**src/rtl/ctl_pkg.sv**
```systemverilog
package ctl_pkg;
    localparam logic [3:0] REG_PREAMBLE  = 4'b1011;
    localparam logic [8:0] REG_WORD_ADDR = 9'h1FF;
    localparam logic [7:0] CMD_SET_WEL   = 8'h02;
    localparam logic [7:0] CMD_SET_RWEL  = 8'h06;

    typedef enum logic [2:0] {
        ST_IDLE  = 3'd0,
        ST_SLAVE = 3'd1,
        ST_ADDR  = 3'd2,
        ST_DATA  = 3'd3,
        ST_EXTRA = 3'd4,
        ST_SKIP  = 3'd5
    } seq_state_e;

    typedef enum logic [1:0] {
        OP_NONE  = 2'd0,
        OP_WEL   = 2'd1,
        OP_RWEL  = 2'd2,
        OP_STORE = 2'd3
    } pend_op_e;

    typedef struct packed {
        logic pup1;
        logic wd1;
        logic wd0;
        logic bp1;
        logic bp0;
        logic pup0;
    } persist_t;

    function automatic logic [7:0] pack_reg(persist_t p, logic wel, logic rwel);
        return {p.pup1, p.wd1, p.wd0, p.bp1, p.bp0, rwel, wel, p.pup0};
    endfunction
endpackage

```
**src/rtl/ctl_nvstore.sv**
```systemverilog
module ctl_nvstore
    import ctl_pkg::*;
#(
    parameter int          BUSY_CYCLES = 40,
    parameter logic [5:0]  NV_INIT     = 6'h00
) (
    input  logic     clk,
    input  logic     rst_n,
    input  logic     commit_i,
    input  persist_t commit_bits_i,
    output persist_t bits_o,
    output logic     busy_o
);
    localparam int CW = $clog2(BUSY_CYCLES + 1);

    logic [CW-1:0] cnt_d, cnt_q;
    persist_t      bits_d;
    persist_t      bits_q = persist_t'(NV_INIT);

    always_comb begin
        cnt_d  = cnt_q;
        bits_d = bits_q;
        if (commit_i) begin
            cnt_d  = CW'(BUSY_CYCLES);
            bits_d = commit_bits_i;
        end else if (cnt_q != '0) begin
            cnt_d = cnt_q - 1'b1;
        end
    end

    // busy timer is volatile
    always_ff @(posedge clk or negedge rst_n) begin
        if (!rst_n) cnt_q <= '0;
        else        cnt_q <= cnt_d;
    end

    // stored bits survive a power-on reset
    always_ff @(posedge clk) begin
        bits_q <= bits_d;
    end

    assign bits_o = bits_q;
    assign busy_o = (cnt_q != '0);


    commit_busy_chk: assert property (@(posedge clk) disable iff (!rst_n)
        commit_i |=> busy_o);


    bits_hold_chk: assert property (@(posedge clk) disable iff (!rst_n)
        !$past(commit_i) |-> $stable(bits_q));
endmodule

```
**src/rtl/ctl_seq.sv**
```systemverilog
module ctl_seq
    import ctl_pkg::*;
#(
    parameter logic [1:0] DEV_ID = 2'b00
) (
    input  logic       clk,
    input  logic       rst_n,
    input  logic       ev_start,
    input  logic       ev_stop,
    input  logic       byte_valid,
    input  logic [7:0] byte_data,
    input  persist_t   bits_i,
    input  logic       busy_i,
    output logic       commit_o,
    output persist_t   commit_bits_o,
    output logic       ack_stb_o,
    output logic       ack_o,
    output logic       rd_stb_o,
    output logic [7:0] rd_data_o
);
    typedef struct packed {
        seq_state_e state;
        pend_op_e   pend;
        persist_t   staged;
        logic       a8;
        logic       ptr_hit;
        logic       wel;
        logic       rwel;
        logic       ack_stb;
        logic       ack;
        logic       rd_stb;
        logic [7:0] rd_data;
        logic       commit;
    } seq_regs_t;

    seq_regs_t q, n;
    logic      claim;

    assign claim = (byte_data[7:4] == REG_PREAMBLE) && (byte_data[3:2] == DEV_ID) && !busy_i;

    always_comb begin
        n         = q;
        n.ack_stb = 1'b0;
        n.ack     = 1'b0;
        n.rd_stb  = 1'b0;
        n.commit  = 1'b0;
        if (ev_start) begin
            n.state = ST_SLAVE;
            n.pend  = OP_NONE;
        end else if (ev_stop) begin
            case (q.pend)
                OP_WEL:   n.wel  = 1'b1;
                OP_RWEL:  n.rwel = 1'b1;
                OP_STORE: begin
                    n.commit = 1'b1;
                    n.wel    = 1'b0;
                    n.rwel   = 1'b0;
                end
                default: ;
            endcase
            n.pend  = OP_NONE;
            n.state = ST_IDLE;
        end else if (byte_valid) begin
            n.ack_stb = 1'b1;
            case (q.state)
                ST_SLAVE: begin
                    n.state = ST_SKIP;
                    if (claim && !byte_data[0]) begin
                        n.ack   = 1'b1;
                        n.a8    = byte_data[1];
                        n.state = ST_ADDR;
                    end else if (claim) begin
                        n.ack     = q.ptr_hit;
                        n.rd_stb  = q.ptr_hit;
                        n.rd_data = pack_reg(bits_i, q.wel, q.rwel);
                    end
                end
                ST_ADDR: begin
                    n.ack     = 1'b1;
                    n.ptr_hit = ({q.a8, byte_data} == REG_WORD_ADDR);
                    n.state   = ST_DATA;
                end
                ST_DATA: begin
                    if (q.ptr_hit) begin
                        n.ack   = 1'b1;
                        n.state = ST_EXTRA;
                        if (q.rwel) begin
                            n.pend   = OP_STORE;
                            n.staged = '{pup1: byte_data[7], wd1: byte_data[6], wd0: byte_data[5],
                                         bp1: byte_data[4], bp0: byte_data[3], pup0: byte_data[0]};
                        end else if (byte_data == CMD_SET_WEL) begin
                            n.pend = OP_WEL;
                        end else if (byte_data == CMD_SET_RWEL && q.wel) begin
                            n.pend = OP_RWEL;
                        end
                    end else begin
                        n.state = ST_SKIP;
                    end
                end
                default: ;
            endcase
        end
    end

    always_ff @(posedge clk or negedge rst_n) begin
        if (!rst_n) begin
            q       <= '0;
            q.state <= ST_IDLE;
            q.pend  <= OP_NONE;
        end else begin
            q <= n;
        end
    end

    assign commit_o      = q.commit;
    assign commit_bits_o = q.staged;
    assign ack_stb_o     = q.ack_stb;
    assign ack_o         = q.ack;
    assign rd_stb_o      = q.rd_stb;
    assign rd_data_o     = q.rd_data;


    rwel_after_wel_chk: assert property (@(posedge clk) disable iff (!rst_n)
        $rose(q.rwel) |-> $past(q.wel));


    store_needs_rwel_chk: assert property (@(posedge clk) disable iff (!rst_n)
        q.commit |-> $past(q.rwel));


    latches_clear_chk: assert property (@(posedge clk) disable iff (!rst_n)
        q.commit |-> (!q.wel && !q.rwel));


    extra_nack_chk: assert property (@(posedge clk) disable iff (!rst_n)
        (q.ack_stb && $past(q.state) == ST_EXTRA) |-> !q.ack);


    busy_nack_chk: assert property (@(posedge clk) disable iff (!rst_n)
        (q.ack_stb && $past(busy_i) && $past(q.state) == ST_SLAVE) |-> !q.ack);


    read_acked_chk: assert property (@(posedge clk) disable iff (!rst_n)
        q.rd_stb |-> (q.ack && q.ack_stb));
endmodule

```
**src/rtl/ctl_reg_front.sv**
```systemverilog
module ctl_reg_front
    import ctl_pkg::*;
#(
    parameter logic [1:0] DEV_ID      = 2'b00,
    parameter int         BUSY_CYCLES = 40,
    parameter logic [5:0] NV_INIT     = 6'h00
) (
    input  logic       clk,
    input  logic       rst_n,
    input  logic       ev_start,
    input  logic       ev_stop,
    input  logic       byte_valid,
    input  logic [7:0] byte_data,
    output logic       ack_stb,
    output logic       ack,
    output logic       rd_stb,
    output logic [7:0] rd_data,
    output logic       busy
);
    persist_t bits;
    persist_t commit_bits;
    logic     commit;

    ctl_seq #(.DEV_ID(DEV_ID)) u_seq (
        .clk          (clk),
        .rst_n        (rst_n),
        .ev_start     (ev_start),
        .ev_stop      (ev_stop),
        .byte_valid   (byte_valid),
        .byte_data    (byte_data),
        .bits_i       (bits),
        .busy_i       (busy),
        .commit_o     (commit),
        .commit_bits_o(commit_bits),
        .ack_stb_o    (ack_stb),
        .ack_o        (ack),
        .rd_stb_o     (rd_stb),
        .rd_data_o    (rd_data)
    );

    ctl_nvstore #(.BUSY_CYCLES(BUSY_CYCLES), .NV_INIT(NV_INIT)) u_nv (
        .clk          (clk),
        .rst_n        (rst_n),
        .commit_i     (commit),
        .commit_bits_i(commit_bits),
        .bits_o       (bits),
        .busy_o       (busy)
    );


    reset_quiet_chk: assert property (@(posedge clk) disable iff (!rst_n)
        $rose(rst_n) |-> (!ack_stb && !rd_stb && !busy));
endmodule

```
**config.mk**
```make
export PLATFORM = sky130hd
export DESIGN_NAME = ctl_reg_front
export DESIGN_NICKNAME = d
export VERILOG_FILES = /design/src/rtl/ctl_pkg.sv /design/src/rtl/ctl_nvstore.sv /design/src/rtl/ctl_seq.sv /design/src/rtl/ctl_reg_front.sv
export SDC_FILE = /design/constraint.sdc
export NUM_CORES = 1
export LEC_CHECK = 0
export BUFFER_PORTS_ARGS = -buffer_cell sky130_fd_sc_hd__buf_2
export CAP_MARGIN = 20
export CORE_ASPECT_RATIO = 0.6
export CORE_MARGIN = 1
export CORE_UTILIZATION = 61
export CTS_CLUSTER_SIZE = 25
export DETAILED_ROUTE_END_ITERATION = 7
export GPL_ROUTABILITY_DRIVEN = 0
export HOLD_SLACK_MARGIN = 0.1
export PLACE_DENSITY = 0.84
export SYNTH_ARGS = -nofsm -noshare
export SYNTH_HDL_FRONTEND = slang
export SYNTH_HIERARCHICAL = 1
export SYNTH_SLANG_ARGS = --single-unit
```
**constraint.sdc**
```tcl
create_clock -name clk -period 5.9 [get_ports clk]
set_input_delay 0.59 -clock clk [delete_from_list [all_inputs] [get_ports clk]]
set_output_delay 0.59 -clock clk [all_outputs]
set_load 0.01 [all_outputs]
```
==> results of run 1 <==
where the power goes:
group	internal [uW]	leakage, uW	switching, uW
combinational	10.1	0.000412	17.0
sequential	275	0.000498	2.75
clock	82.4	0.0000412	88.5
worst max-delay path by stage:
stage / endpoint / slack, ns / cells after the start
floorplan: u_seq/rd_data_o[0]$_DFFE_PN0P_ / 3.64 / 8
global placement: u_seq/rd_data_o[7]$_DFFE_PN0P_ / 3.59 / 8
detailed placement: u_seq/rd_data_o[5]$_DFFE_PN0P_ / 3.44 / 8
CTS: u_seq/rd_data_o[5]$_DFFE_PN0P_ / 3.43 / 8
global route: u_seq/q[26]$_DFFE_PN0P_ / 3.12 / 8
finish: u_seq/q[26]$_DFFE_PN0P_ / 3.35 / 8
worst max-delay path, delay by kind of cell (launching register included):
family | cells | cell delay (ns)
flops | 1 | 0.39
simple gates | 5 | 1.53
buf+inv | 1 | 0.13
fa+ha+maj | 1 | 0.18
compound gates | 1 | 0.19
cell type report:
type	instances	share of cell area [%]
Sequential cell	39	49.9
Multi-Input combinational cell	94	35.8
Timing Repair Buffer	24	5.96
Clock buffer	6	3.60
Tap cell	42	2.61
Inverter	8	1.49
Clock inverter	2	0.621
per-layer routing:
metal / global-route usage, % / vias up / wire length (um)
met5: 0 / - / 0
met4: 9.23 / 0 / 51
met3: 8.26 / 8 / 141
met2: 35.6 / 30 / 1600
met1: 30.4 / 603 / 1560
li1: - / 586 / -
metrics by stage:
step	power (uW)	area (um2)	utilization (%)	worst slack, ns	cells
finish	476	2010	69.7	3.35	215
global route	495	2010	69.7	3.12	215
CTS	480	2010	69.7	3.43	215
detailed placement	310	1930	66.8	3.44	207
global placement	309	1930	66.8	3.59	207
floorplan	297	1870	-	3.64	157
sequential cells by signal (all words and copies together) (netlist names):
register,flops
u_seq/commit_o,1
u_seq/ack_o,1
u_nv/cnt_q,6
u_nv/bits_o,6
u_seq/rd_data_o,8
u_seq/rd_stb_o,1
u_seq/commit_bits_o,6
u_seq/ack_stb_o,1
u_seq/q,9
kinds of logic after synthesis:
logic type / after synthesis
and+or+nand+nor: 51
AOI/OAI and AO/OA: 23
DFF: 39
muxes: 17
buffers and inverters: 24
xor gates and xnor gates: 1
adders and majority gates: 2
Yosys cell counts (2+ instances only):
master | instances | area [um2]
nor3b_1 | 3 | 22.5
inv_1 | 8 | 30.0
a21oi_1 | 5 | 25.0
buf_4 | 14 | 105
nand3_1 | 4 | 20.0
dfrtp_1 | 33 | 826
mux2_2 | 16 | 180
and3_1 | 2 | 12.5
edfxtp_1 | 6 | 180
nor2b_1 | 3 | 18.8
o21ai_0 | 6 | 30.0
nor3_1 | 4 | 20.0
nand2_1 | 8 | 30.0
ha_1 | 2 | 25.0
o211ai_1 | 3 | 22.5
nand4_1 | 4 | 25.0
nor3b_4 | 2 | 37.5
or4_4 | 2 | 22.5
nor2_1 | 7 | 26.3
==> out/qor.csv, run 1 <==
metric,value,unit
status,"finished, final reports clean",
Post-Synth Adder-Cell Area,1.34,%
cts bufs inserted,5,
width of the die,73.5,um
residual DRC count,0,
number of H-tree levels,2,
drt total wl,3.35,mm
vias,1227,
die area,0.00330,mm2
"EDFF count, synth",6,
Synth Area in Compound Gates,8.09,%
Pre-antenna DRT Iters,4,
Final Hold Violating Endpoints,0,
"commonest non-fill, non-tap cells in the layout","dfrtp_1 (33), buf_2 (24), mux2_2 (16), inv_1 (8), nand2_1 (8)",
Worst R2R Start,u_nv/cnt_q[0]$_DFFE_PN0P_,
Worst Setup End Kind,flip-flop,
reg2reg path depth,8,
post-cts sizing count,0,
via density per instance,5.71,
P_leak,0.000951,uW
"leading cell type in the layout, fill and taps excluded",dfrtp_1,
Rows,15,
"Async S/R FF share, synth",84.6,%
count of final setup violators,0,
final slew viol count,0,
Yosys cell types,44,
Final Skew,0.00779,ns
synthesized area per cell,11.9,um2
sequential standard cell area,0.00101,mm2
CP Launch Point,u_nv/cnt_q[0]$_DFFE_PN0P_,
clk_lat worst skew,0.29,ns
first-pass GRT wire length,5.35,mm
main combinational cell family by area after synthesis,simple AND/OR/NAND/NOR gates,
nets@finish,187,
Critical Path AT,2.73,ns
Setup TNS,0,ns
period utilization,43.2,%
simple-gate portion of the synthesized area,18.5,%
CP max stage delay,0.46,ns
"critical path fanouts, max",7,
CTS tree,yes,
Setup Crit Path Kind,flip-flop to flip-flop,
Tmin final,2.55,ns
CTS root buf,clkbuf_8,
DPL Wire Length,2.49,mm
initial core utilization,64.7,%
Post-Syn Nets,172,
PD cells,236,mW/mm2
clk slew on worst S/H paths,0.07,ns
Routed WL per cell,15.6,um
RSZ-0062 raised after global routing,no,
PortBufs,24,
Hold Crit Class,input port to async pin,
CTS Sinks,39,
mux cell area share after synthesis,10.2,%
Worst-Margin Slew,0.706,ns
post-route ant nets,0,
DRT iter0 DRCs,85,
synthesized cell area,0.00187,mm2
XOR/XNOR Fraction of Synth Area,0.468,%
GRT Util Overall,23.1,%
R2R setup slack,3.35,ns
hold buffers post-CTS,0,
post-synthesis sequential area ratio,53.8,%
share of layout cells above drive strength 1,32.4,%
Peak Freq,393,MHz
vias in the first global route,1111,
Worst path slowest cell,or4_4,
Yosys reg bits,39,
post-CTS setup buffer count,0,
Multi-input gate area,721,um2
core area,0.00289,mm2
Syn. warnings,6,
largest net degree at the start of global routing,34,
VDD IR max,0.000137,V
Slew headroom,52.9,%
most common flop cell mapped by yosys,dfrtp_1,
max-cap check violation count,0,
worst hold slack,0.337,ns
top-level port count,25,
Area Overhead vs Synth,7.69,%
Die H,44.9,um
global route overflow,0,
initial antenna violation count,0,
Worst R2R End,u_seq/q[26]$_DFFE_PN0P_,
"critical path, cell by cell","inv_1, ha_1, nor3b_2, nand2_1, or4_4, nor4_1, nor2_1, o21a_1",
Startpoint Class,flip-flop,
n_diodes,0,
fillcell total,233,
Crit path required time,6.08,ns
Post-Synthesis Cells,157,
Max Root-Sink Buffers,2,
Power figures use the tool's default switching activity.
==> inputs of run 2 (changes only) <==
ABC_AREA = 1   (was not set)
CORE_UTILIZATION = 57   (was 61)
PLACE_DENSITY = 0.79   (was 0.84)
clock period = 2.67 ns   (was 5.9 ns; I/O delays follow)
==> run 2 against run 1 <==
Wire length grew 1.9%. Clock power grew to 3.3 times the previous value. Core utilization shrank 3.6 points. Fmax grew 30%. Clock skew shrank 0.0019 ns. Sequential power grew to 2.5 times the previous value. First-iteration DRC count shrank 2.4%. Combinational power grew to 10 times the previous value. Critical path depth grew 1. Area after synthesis grew 5.4%. Worst setup slack lost 2.6 ns. Synthesized cell count grew 43%. Largest power group unchanged. Highest routed layer unchanged.
==> out/qor.csv, run 2 <==
metric,value,unit
dominant cells by area after synthesis,"dfrtp_1 (42%), nand2_1 (9.9%), edfxtp_1 (9.1%), inv_1 (6.5%), buf_4 (5.3%)",
Area Overhead vs Synth,10.1,%
Critical Path AT,2.13,ns
Hold Crit Class,input port to flip-flop,
width of the die,77.9,um
Crit path required time,2.84,ns
Slew headroom,51.5,%
worst setup margin,0.707,ns
DPL Wire Length,2.47,mm
period utilization,73.5,%
nets@finish,255,
fin cells,286,
most common cell in the netlist,nand2_1,
Rows,16,
reg2reg path depth,9,
Routed WL per cell,11.9,um
largest net degree at the start of global routing,34,
initial core utilization,60.0,%
drt total wl,3.42,mm
Tmin final,1.96,ns
fillcell total,285,
number of H-tree levels,2,
VDD IR max,0.000539,V
DRT iter0 DRCs,83,
global route overflow,0,
"critical path, cell by cell","inv_1, ha_1, nand3_2, inv_1, nand3_1, nor2_4, nand4_4, nand2_1, o21ai_2",
Place WS,0.747,ns
CP dominant cell by count,inv_1,
"EDFF count, synth",6,
synthesized area per cell,8.80,um2
Largest register FFs,9,
Max Root-Sink Buffers,2,
total power,1550,uW
P_leak,0.00113,uW
"Async S/R FF share, synth",84.6,%
CTS tree,yes,
share of layout cells above drive strength 1,21.2,%
CTS Sinks,39,
Setup Crit Path Kind,flip-flop to flip-flop,
"commonest non-fill, non-tap cells in the layout","nand2_1 (52), inv_1 (34), dfrtp_1 (33), buf_2 (24), nand3_1 (16)",
sequential standard cell area,0.00101,mm2
initial antenna violation count,0,
met2 usage,35.8,%
vias,1446,
max-cap check violation count,0,
Final Hold Violating Endpoints,0,
Multi-input gate area,711,um2
CP Launch Point,u_nv/cnt_q[0]$_DFFE_PN0P_,
post-CTS setup buffer count,0,
Pre-antenna DRT Iters,4,
Setup TNS,0,ns
Most Crowded Layer GR,met2,
residual DRC count,0,
Yosys cell types,28,
cts bufs inserted,5,
vias in the first global route,1254,
top-level port count,25,
top cell type's share of synthesized area,41.9,%
"leading cell type in the layout, fill and taps excluded",nand2_1,
synthesized cell area,0.00197,mm2
clk slew on worst S/H paths,0.07,ns
post-cts sizing count,0,
PD cells,714,mW/mm2
Top reg by flops,u_seq/q,
Post-Synthesis Cells,224,
Worst Setup End Kind,flip-flop,
worst hold slack,0.202,ns
Final Skew,0.00591,ns
Worst R2R End,u_seq/rd_data_o[2]$_DFFE_PN0P_,
PortBufs,24,
Worst path slowest cell,dfrtp_1,
n_diodes,0,
GRT Util Overall,21.7,%
core area,0.00328,mm2
first-pass GRT wire length,5.78,mm
worst setup path end,u_seq/rd_data_o[2]$_DFFE_PN0P_,
Syn. warnings,6,
die area,0.00370,mm2
"critical path fanouts, max",17,
"area leader, netlist",dfrtp_1,
Yosys reg bits,39,
DP Cell Count,277,
synth cell count leaders,"nand2_1 (52), inv_1 (34), dfrtp_1 (33)",
via density per instance,5.06,
CP max stage delay,0.38,ns
Startpoint Class,flip-flop,
Worst-Margin Slew,0.728,ns
post-route ant nets,0,
Worst R2R Start,u_nv/cnt_q[0]$_DFFE_PN0P_,
status,"finished, final reports clean",
CTS root buf,clkbuf_8,
RSZ-0062 raised after global routing,no,
most common flop cell mapped by yosys,dfrtp_1,
Die H,47.5,um
count of final setup violators,0,
GR Util met3,5.71,%
Peak Freq,509,MHz
Post-Syn Nets,239,
final slew viol count,0,
R2R setup slack,0.71,ns
post-synthesis sequential area ratio,51.0,%
M1 GR Usage,28.7,%
clk_lat worst skew,0.29,ns
[run 2: cell types whose count changed in the layout (fill, tap and decap cells not counted), moves of 3 or more]
cell / delta
o21ai_2: +8
nand2_1: +44
nor2_2: +4
nor2b_1: -3
inv_1: +26
mux2_2: -16
nor2_1: +8
nand3_1: +12
nor3b_1: -3
[run 2: worst min-delay path by stage]
stage | start | to | slack (ns) | depth (start not counted)
after floorplan | rst_n | u_nv/cnt_q[0]$_DFFE_PN0P_ | -0.03 | 0
after global placement | rst_n | u_seq/rd_stb_o$_DFF_PN0_ | 0.37 | 1
after detailed placement | rst_n | u_seq/rd_stb_o$_DFF_PN0_ | 0.37 | 1
after CTS | byte_data[6] | u_seq/commit_bits_o[4]$_DFFE_PN0P_ | 0.20 | 3
after global routing | byte_data[6] | u_seq/commit_bits_o[4]$_DFFE_PN0P_ | 0.20 | 3
final | byte_data[6] | u_seq/commit_bits_o[4]$_DFFE_PN0P_ | 0.20 | 3
[run 2: cells by family after synthesis]
kind of cell	Yosys count	share of synthesized area [%]
adder cells (fa/ha/maj)	2	1.27
AND/OR/NAND/NOR	103	25.4
flip-flops	39	51.0
AO/OA/AOI/OAI	28	8.95
buffers and inverters	51	12.9
XOR/XNOR	1	0.445
[run 2: per-layer routing]
layer	part of all wire, %	routed length (um)
met1	50	1720
met2	43	1460
met3	5.9	201
met4	1.3	43
met5	0	0
[run 2: area by class of cell]
type / count / share of cell area [%]
clock buffers: 6 / 3.34
inverters: 35 / 6.17
well taps: 45 / 2.60
flip-flops and latches: 39 / 46.4
repair buffers: 25 / 6.00
clock inverters: 2 / 2.77
multi-input cells: 134 / 32.8
[run 2: critical path: cells and delay by family, from the launching register on]
| family | cells | cell delay, ns |
|---|---|---|
| AOI/OAI and AO/OA | 1 | 0.06 |
| buffers and inverters | 2 | 0.24 |
| and+or+nand+nor | 5 | 0.95 |
| DFF | 1 | 0.38 |
| adders and majority gates | 1 | 0.21 |
[run 2: what timing repair did]
action / CTS / global route
hold buffers: 1 / 0
hold endpoints to repair: 33 / 0
endpoints found under the setup margin: 0 / 0
[run 2: stage by stage]
step	utilization, %	cell area [um2]
global placement	61.7	2030
detailed placement	61.7	2030
global route	66.1	2170
floorplan	-	1970
finish	66.1	2170
CTS	66.1	2170
[run 2: report_power, final]
part | switching (uW) | leakage (uW) | internal, uW
Clock | 197 | 0.0000654 | 373
Sequential | 47.0 | 0.000486 | 656
Combinational | 173 | 0.000583 | 103
==> inputs of run 3 (changes only) <==
clock period = 2 ns   (was 2.67 ns; I/O delays follow)
==> run 3 against run 2 <==
Clock-buffer cell count is the same. Flip-flop and latch count unchanged. Clock power grew 35%. Highest routed layer unchanged. Core utilization is 0.23 points higher. Total power up 34%. First-iteration DRC count rose by 9.6%. Final area rose by 0.35%.
==> out/qor.csv, run 3 (same netlist as run 2, synthesis figures left out) <==
metric,value,unit
n_diodes,0,
Sw Pwr,559,uW
Worst-Margin Slew,0.724,ns
nets@finish,256,
fin cells,287,
Hold Crit Class,input port to flip-flop,
"critical path fanouts, max",17,
DPL Wire Length,2.47,mm
sw frac,26.9,%
post-route ant nets,0,
Worst R2R Start,u_nv/cnt_q[0]$_DFFE_PN0P_,
vias in the first global route,1208,
Startpoint Class,flip-flop,
share of layout cells above drive strength 1,21.5,%
initial core utilization,60.0,%
count of final setup violators,0,
CP Launch Point,u_nv/cnt_q[0]$_DFFE_PN0P_,
Logic pwr share,17.7,%
reg2reg path depth,9,
Rows,16,
GRT Util Overall,21.0,%
PortBufs,24,
number of H-tree levels,2,
final slew viol count,0,
core area,0.00328,mm2
post-cts sizing count,0,
CTS Sinks,39,
R2R setup slack,0.18,ns
Pre-antenna DRT Iters,4,
Area Overhead vs Synth,10.5,%
worst setup margin,0.181,ns
initial antenna violation count,0,
Setup TNS,0,ns
PD cells,952,mW/mm2
Largest register FFs,9,
CP dominant cell by count,inv_1,
Setup Crit Path Kind,flip-flop to flip-flop,
clock power share,37.2,%
Crit path max-delay family,simple AND/OR/NAND/NOR gates,
"leading cell type in the layout, fill and taps excluded",nand2_1,
VDD IR max,0.000699,V
period utilization,91.0,%
cts bufs inserted,5,
via density per instance,4.95,
Tmin final,1.82,ns
min-delay src,byte_data[6],
width of the die,77.9,um
RSZ-0062 raised after global routing,no,
largest net degree at the start of global routing,34,
first-pass GRT wire length,5.65,mm
hold path depth,3,
CP max stage delay,0.38,ns
clk_lat worst skew,0.30,ns
worst hold slack,0.137,ns
P_leak,0.00114,uW
drt total wl,3.37,mm
Place WS,0.186,ns
DRT iter0 DRCs,91,
Crit path required time,2.18,ns
"critical path, cell by cell","inv_1, ha_1, nand3_2, inv_1, nand3_1, nor2_4, nand4_4, nand2_1, o21ai_2",
Peak Freq,550,MHz
residual DRC count,0,
CTS tree,yes,
post-CTS setup buffer count,0,
Slew headroom,51.7,%
WP buf/inv,2,
sequential power share,45.0,%
Int Pwr,1510,uW
CTS root buf,clkbuf_8,
die area,0.00370,mm2
Crit path depth,9,
total power,2070,uW
status,"finished, final reports clean",
DP Cell Count,278,
Worst R2R End,u_seq/rd_data_o[2]$_DFFE_PN0P_,
max-cap check violation count,0,
hold buffers post-CTS,1,
"commonest non-fill, non-tap cells in the layout","nand2_1 (52), inv_1 (34), dfrtp_1 (33), buf_2 (24), nand3_1 (16)",
Worst path slowest cell,dfrtp_1,
Worst Setup End Kind,flip-flop,
vias,1422,
Hold Crit Endpoint,u_seq/commit_bits_o[4]$_DFFE_PN0P_,
top-level port count,25,
Top reg by flops,u_seq/q,
Final Skew,0.00662,ns
Critical Path AT,2.00,ns
Routed WL per cell,11.7,um
Final Hold Violating Endpoints,0,
Die H,47.5,um
clk slew on worst S/H paths,0.08,ns
Max Root-Sink Buffers,2,
global route overflow,0,
[run 3: cell count changes in the layout (fill, tap and decap cells not counted), sizes merged]
cell and change:
buf +1
[run 3: worst max-delay path by stage]
stage / to / slack [ns]
floorplan: u_seq/rd_data_o[6]$_DFFE_PN0P_ / 0.30
global placement: u_seq/rd_data_o[2]$_DFFE_PN0P_ / 0.25
detailed placement: u_seq/rd_data_o[2]$_DFFE_PN0P_ / 0.19
CTS: u_seq/rd_data_o[2]$_DFFE_PN0P_ / 0.17
global route: u_seq/rd_data_o[5]$_DFFE_PN0P_ / 0.01
finish: u_seq/rd_data_o[2]$_DFFE_PN0P_ / 0.18
[run 3: power by group through the flow]
| stage | clock network [uW] | registers [uW] | logic (uW) |
|---|---|---|---|
| finish | 772 | 934 | 368 |
| global route | 820 | 947 | 436 |
| CTS | 791 | 934 | 371 |
| detailed placement | 0 | 950 | 365 |
| global placement | 0 | 949 | 360 |
| floorplan | 0 | 939 | 280 |
[run 3: cell type report]
type	count	area, um2
clock buffers	6	72.6
multi-input cells	134	711
repair buffers	26	138
flip-flops and latches	39	1010
well taps	45	56.3
fillers	282	1110
clock inverters	2	60.1
inverters	35	134
[run 3: worst register-to-register path: cells and delay by family, from the launching register on]
kind,cells,cell delay (ns)
compound gates,1,0.06
simple gates,5,0.84
flops,1,0.38
buf+inv,2,0.21
fa+ha+maj,1,0.21
[run 3: metal layers]
metal  up-vias  track usage [%]  share of wire [%]
met1       643             27.8                 50
li1        730                -                  -
met3         9             6.48                5.6
met4         0             10.4                2.0
met2        40             32.7                 42
met5         -                0                  0
[run 3: metrics by stage]
step	cell area [um2]	util, %
finish	2180	66.3
CTS	2180	66.3
floorplan	1970	-
detailed placement	2030	62.0
global placement	2030	62.0
global route	2180	66.3
